===== src/rtl/intr_bank_pkg.sv =====
package intr_bank_pkg;
   localparam int unsigned OFS_STATE  = 0;
   localparam int unsigned OFS_ENABLE = 1;
   localparam int unsigned OFS_INJECT = 2;

   typedef enum logic [1:0] {
      SEL_STATE  = 2'd0,
      SEL_ENABLE = 2'd1,
      SEL_INJECT = 2'd2,
      SEL_NONE   = 2'd3
   } reg_sel_e;
endpackage


===== src/rtl/intr_bank_decode.sv =====
module intr_bank_decode
   import intr_bank_pkg::*;
#(
   parameter int unsigned ADDR_W = 4
) (
   input  logic [ADDR_W-1:0] addr,
   input  logic              we,
   output reg_sel_e          sel,
   output logic              wr_state,
   output logic              wr_enable,
   output logic              wr_inject
);
   localparam logic [ADDR_W-1:0] A_STATE  = ADDR_W'(OFS_STATE);
   localparam logic [ADDR_W-1:0] A_ENABLE = ADDR_W'(OFS_ENABLE);
   localparam logic [ADDR_W-1:0] A_INJECT = ADDR_W'(OFS_INJECT);

   initial begin
      if (ADDR_W < 2) $error("intr_bank_decode: ADDR_W must be at least 2");
   end

   always_comb begin
      if (addr == A_STATE)       sel = SEL_STATE;
      else if (addr == A_ENABLE) sel = SEL_ENABLE;
      else if (addr == A_INJECT) sel = SEL_INJECT;
      else                       sel = SEL_NONE;
   end

   assign wr_state  = we && (sel == SEL_STATE);
   assign wr_enable = we && (sel == SEL_ENABLE);
   assign wr_inject = we && (sel == SEL_INJECT);
endmodule


===== src/rtl/intr_bank_state.sv =====
module intr_bank_state #(
   parameter int unsigned NUM_SRC = 8
) (
   input  logic               clk,
   input  logic               rst_n,
   input  logic [NUM_SRC-1:0] evt,
   input  logic [NUM_SRC-1:0] inject,
   input  logic [NUM_SRC-1:0] clear,
   output logic [NUM_SRC-1:0] pending
);
   initial begin
      if (NUM_SRC < 1) $error("intr_bank_state: NUM_SRC must be at least 1");
   end

   for (genvar i = 0; i < NUM_SRC; i++) begin : g_bit
      logic set_now;
      assign set_now = evt[i] | inject[i];

      // Set outranks clear so that a simultaneous event is never lost.
      always_ff @(posedge clk or negedge rst_n) begin
         if (!rst_n)        pending[i] <= 1'b0;
         else if (set_now)  pending[i] <= 1'b1;
         else if (clear[i]) pending[i] <= 1'b0;
      end

      AST_EVENT_SETS: assert property (@(posedge clk) disable iff (!rst_n)
         evt[i] |=> pending[i]);
      AST_INJECT_SETS: assert property (@(posedge clk) disable iff (!rst_n)
         inject[i] |=> pending[i]);
      AST_CLEAR_DROPS: assert property (@(posedge clk) disable iff (!rst_n)
         (clear[i] && !evt[i] && !inject[i]) |=> !pending[i]);
      AST_EVENT_BEATS_CLEAR: assert property (@(posedge clk) disable iff (!rst_n)
         (clear[i] && evt[i]) |=> pending[i]);
      AST_STICKY: assert property (@(posedge clk) disable iff (!rst_n)
         (pending[i] && !clear[i]) |=> pending[i]);
      AST_NO_SPURIOUS_SET: assert property (@(posedge clk) disable iff (!rst_n)
         $rose(pending[i]) |-> $past(evt[i] || inject[i]));
   end
endmodule


===== src/rtl/intr_bank_enable.sv =====
module intr_bank_enable #(
   parameter int unsigned NUM_SRC = 8
) (
   input  logic               clk,
   input  logic               rst_n,
   input  logic               wr,
   input  logic [NUM_SRC-1:0] wdata,
   output logic [NUM_SRC-1:0] mask
);
   always_ff @(posedge clk or negedge rst_n) begin
      if (!rst_n)  mask <= '0;
      else if (wr) mask <= wdata;
   end

   AST_MASK_HOLDS: assert property (@(posedge clk) disable iff (!rst_n)
      !wr |=> $stable(mask));
   AST_MASK_LOADS: assert property (@(posedge clk) disable iff (!rst_n)
      wr |=> (mask == $past(wdata)));
endmodule


===== src/rtl/intr_bank_rdmux.sv =====
module intr_bank_rdmux
   import intr_bank_pkg::*;
#(
   parameter int unsigned NUM_SRC = 8
) (
   input  reg_sel_e           sel,
   input  logic [NUM_SRC-1:0] pending,
   input  logic [NUM_SRC-1:0] mask,
   output logic [NUM_SRC-1:0] rdata
);
   always_comb begin
      unique case (sel)
         SEL_STATE:  rdata = pending;
         SEL_ENABLE: rdata = mask;
         default:    rdata = '0;
      endcase
   end
endmodule


===== src/rtl/intr_bank.sv =====
module intr_bank
   import intr_bank_pkg::*;
#(
   parameter int unsigned NUM_SRC = 8,
   parameter int unsigned ADDR_W  = 4,
   parameter bit          IRQ_REG = 1'b0
) (
   input  logic               clk,
   input  logic               rst_n,
   input  logic [ADDR_W-1:0]  reg_addr,
   input  logic [NUM_SRC-1:0] reg_wdata,
   input  logic               reg_we,
   output logic [NUM_SRC-1:0] reg_rdata,
   input  logic [NUM_SRC-1:0] evt_i,
   output logic [NUM_SRC-1:0] irq_o
);
   localparam logic [NUM_SRC-1:0] NONE = '0;

   reg_sel_e           sel;
   logic               wr_state, wr_enable, wr_inject;
   logic [NUM_SRC-1:0] pending, mask, clear_v, inject_v, irq_raw;

   initial begin
      if ((1 << ADDR_W) <= OFS_INJECT) $error("intr_bank: ADDR_W too narrow for the map");
   end

   intr_bank_decode #(.ADDR_W(ADDR_W)) u_dec (
      .addr(reg_addr), .we(reg_we), .sel(sel),
      .wr_state(wr_state), .wr_enable(wr_enable), .wr_inject(wr_inject)
   );

   assign clear_v  = wr_state  ? reg_wdata : NONE;
   assign inject_v = wr_inject ? reg_wdata : NONE;

   intr_bank_state #(.NUM_SRC(NUM_SRC)) u_state (
      .clk(clk), .rst_n(rst_n), .evt(evt_i),
      .inject(inject_v), .clear(clear_v), .pending(pending)
   );

   intr_bank_enable #(.NUM_SRC(NUM_SRC)) u_en (
      .clk(clk), .rst_n(rst_n), .wr(wr_enable), .wdata(reg_wdata), .mask(mask)
   );

   intr_bank_rdmux #(.NUM_SRC(NUM_SRC)) u_rd (
      .sel(sel), .pending(pending), .mask(mask), .rdata(reg_rdata)
   );

   assign irq_raw = pending & mask;

   if (IRQ_REG) begin : g_irq_flop
      always_ff @(posedge clk or negedge rst_n) begin
         if (!rst_n) irq_o <= '0;
         else        irq_o <= irq_raw;
      end
   end else begin : g_irq_comb
      assign irq_o = irq_raw;
   end

   AST_INJECT_READS_ZERO: assert property (@(posedge clk) disable iff (!rst_n)
      (reg_addr == ADDR_W'(OFS_INJECT)) |-> (reg_rdata == NONE));
   AST_UNMAPPED_READS_ZERO: assert property (@(posedge clk) disable iff (!rst_n)
      (reg_addr > ADDR_W'(OFS_INJECT)) |-> (reg_rdata == NONE));
   AST_UNMAPPED_WRITE_KEEPS_STATE: assert property (@(posedge clk) disable iff (!rst_n)
      (reg_we && reg_addr > ADDR_W'(OFS_INJECT) && evt_i == NONE)
      |=> (pending == $past(pending)));
   for (genvar k = 0; k < NUM_SRC; k++) begin : g_irq_chk
      if (!IRQ_REG) begin : g_comb_chk
         AST_LINE_NEEDS_PENDING: assert property (@(posedge clk) disable iff (!rst_n)
            irq_o[k] |-> (u_state.pending[k] && u_en.mask[k]));
      end
   end
endmodule


===== config.mk =====
export PLATFORM = sky130hd
export DESIGN_NAME = intr_bank
export DESIGN_NICKNAME = d
export VERILOG_FILES = /design/src/rtl/intr_bank_pkg.sv /design/src/rtl/intr_bank_decode.sv /design/src/rtl/intr_bank_state.sv /design/src/rtl/intr_bank_enable.sv /design/src/rtl/intr_bank_rdmux.sv /design/src/rtl/intr_bank.sv
export SDC_FILE = /design/constraint.sdc
export NUM_CORES = 1
export LEC_CHECK = 0
export BUFFER_PORTS_ARGS = -buffer_cell sky130_fd_sc_hd__buf_2
export CORE_MARGIN = 3
export CORE_UTILIZATION = 47
export CTS_CLUSTER_SIZE = 20
export DETAILED_ROUTE_END_ITERATION = 8
export GPL_TIMING_DRIVEN = 0
export PLACE_DENSITY = 0.88
export SLEW_MARGIN = 20
export SYNTH_ARGS = -nofsm -noshare
export SYNTH_HDL_FRONTEND = slang
export SYNTH_HIERARCHICAL = 1
export SYNTH_SLANG_ARGS = --single-unit

===== constraint.sdc =====
create_clock -name clk -period 1.5 [get_ports clk]
set_clock_uncertainty 0.1 [all_clocks]
set_input_delay 0.225 -clock clk [delete_from_list [all_inputs] [get_ports clk]]
set_output_delay 0.225 -clock clk [all_outputs]
set_load 0.03 [all_outputs]

==> impl_metrics.ini <==
[synthesis]
synth_top_cell_area_share_pct = 41.8
synth_commonest_cells = and2_1, nor2_1, dfrtp_1
synth_area_leaders = dfrtp_1, and2_1, mux2_4
ys_warn_count = 6
synth_edf_count = 0
synthesis.area_sq_um = 958
async_flop_share_pct = 100
synth_area_per_cell_sq_um = 9.78
ys_types = 15
synth-seq-cells = 16
yosys.area.top_type = dfrtp_1
syn_nets = 121
synth_most_common_cell = and2_1
ys.flop_type = dfrtp_1
ys_seq_area_share_pct = 41.8
synth_cells = 98

[timing]
fin_ws_ps = -124
rsz0062_at_grt = true
slew_violations = 0
finalSetupViolCount = 8
hold_violations = 0
final.min_clock_period_ps = 1620
clock.fmax_mhz = 616
slew-limit-headroom_pct = 76.0
tns_ps = -780
timing.final.crit_share_pct = 108
worst_pin_slew_ps = 360

[setup_path]
crit_path_cell_trace = buf_6 > or3_4 > buf_8 > mux2i_1 > nor2_1 > buf_4
cp_top_family = simple AND/OR/NAND/NOR gates
cp-end-kind = output pin
cp-start-kind = input port
critPathMaxFanout = 8
cpPeakStageDelay_ps = 400
crit_type = input port to output pin
path_buf_inv = 3
critPathRequiredTime_ps = 1170
cpMaxStageDelayCell = or3_4
r2r_slack_ps = 610
arrival_ps = 1300

[global_route]
grt_max_degree = 17
grt_pass1_vias = 841
grt_pass1_wl_microns = 3910
grt-ovfl-total = 0
grtUsageTotal_pct = 20.4
antenna_found_initial = 0

[clocking]
cts_tree = built
cts_buffer_depth = 2
h-tree-depth = 1
path_clk_slew_ps = 80
worstSkewPairLatency_ps = 270
root_buffer = clkbuf_4
cts_sinks = 16
cts_made_buffers = 3

[final_layout]
drive_above_1_share_pct = 41.3
final_nets = 168
diodes = 0
regArea_sq_um = 400
multi_input_area_sq_um = 514
syn_to_final_growth_pct = 34.3
num-fill-cells = 167

[place]
place_hpwl_microns = 1640
gp_congestion = 0.758
portBuffers = 38

[die]
rows = 15
core_sq_um = 1820
fp.dieH_microns = 51.2
ios = 39
die_w_microns = 51.2
start_util_pct = 52.6
dieArea_sq_um = 2620

[route]
drcViolationCount = 0
dr.pass1.iters = 4
ant_nets = 0
routed_wl_microns = 2340
routed_via_density = 4.89
vias = 821
avgRoutedWirePerCell_microns = 13.9
drt-initial-drc-count = 3

[status]
status = complete, but fails checks
violations = negative setup slack

[flow_run]
maxCapViolCount = 0

[power]
power_uw = 1170
power.leakage_uw = 0.000719
vdd_ir_drop_max_mv = 0.581
power.density_nw_per_um2 = 910

[hold_path]
min_path_type = input port to register
-- registers in the layout, summed over array words and instances (netlist names) --
register         count
u_state/pending      8
u_en/mask            8
-- cell usage in the layout (no fill, tap or decap), types with 2 or more instances in the layout --
cell	netlist	final
mux2i_1	8	8
clkbuf_4	0	3
buf_2	0	28
o21ai_1	8	8
buf_4	0	12
inv_1	8	8
and2_1	24	24
nor2_1	17	16
or3_4	1	2
dfrtp_1	16	16
mux2_4	8	8
buf_6	2	3
-- report_power, final --
group          leakage [uW]  internal (uW)  switching, uW
Combinational      0.000536            200            235
Clock             0.0000138           92.8            119
Sequential         0.000169            484           40.6
Total              0.000719            776            395
-- path summary, 6_finish.rpt --
path                                                start                              to  cells past startpoint
max reg2reg                      u_en/mask[1]$_DFFE_PN0P_        u_en/mask[1]$_DFFE_PN0P_                      1
min in group asynchronous                           rst_n        u_en/mask[6]$_DFFE_PN0P_                      2
max in group asynchronous                           rst_n  u_state/pending[6]$_DFFE_PN0P_                      2
max                                           reg_addr[0]                    reg_rdata[3]                      6
min                                              evt_i[4]  u_state/pending[4]$_DFFE_PN0P_                      3
min reg2reg                u_state/pending[7]$_DFFE_PN0P_  u_state/pending[7]$_DFFE_PN0P_                      2
-- repair_timing --
action                                  4_1_cts  5_1_grt
endpoints found under the hold margin        16        0
buffers inserted                              2        2
hold buffers                                  1        0
endpoints found under the setup margin        8       10
pin swaps                                     7        3
gates resized for setup                      14        0
-- cell type report --
| cell class | instances | share of cell area, % |
|---|---|---|
| multi-input combinational | 71 | 39.9 |
| inverter | 8 | 2.33 |
| tap | 25 | 2.43 |
| sequential | 16 | 31.1 |
| clock buffer | 3 | 1.75 |
| timing repair buffer | 43 | 20.4 |
| buffer | 2 | 2.04 |
-- cell families after synthesis --
family | after synthesis | share of synthesized area, %
flops | 16 | 41.8
compound gates | 8 | 4.18
simple gates | 47 | 27.3
buf+inv | 11 | 5.87
mux | 16 | 20.9
-- through the flow --
stage                     utilization, %  worst slack [ps]  std cells  area (sq um)  hold slack [ps]
after floorplan                        -              -116         98           958             -171
after global placement              64.8              -217        161          1180             47.5
after detailed placement            64.8              -238        161          1180             55.1
after CTS                           69.9             -92.3        166          1270             33.4
after global routing                70.7              -156        168          1290             36.3
final                               70.7              -124        168          1290             45.3
-- per-layer routing --
metal,global-route usage [%],part of all wire [%]
met1,25.0,42
met2,35.4,52
met3,5.25,5.6
met4,5.38,0.51
met5,0,0
(Power assumes the default switching activity.)
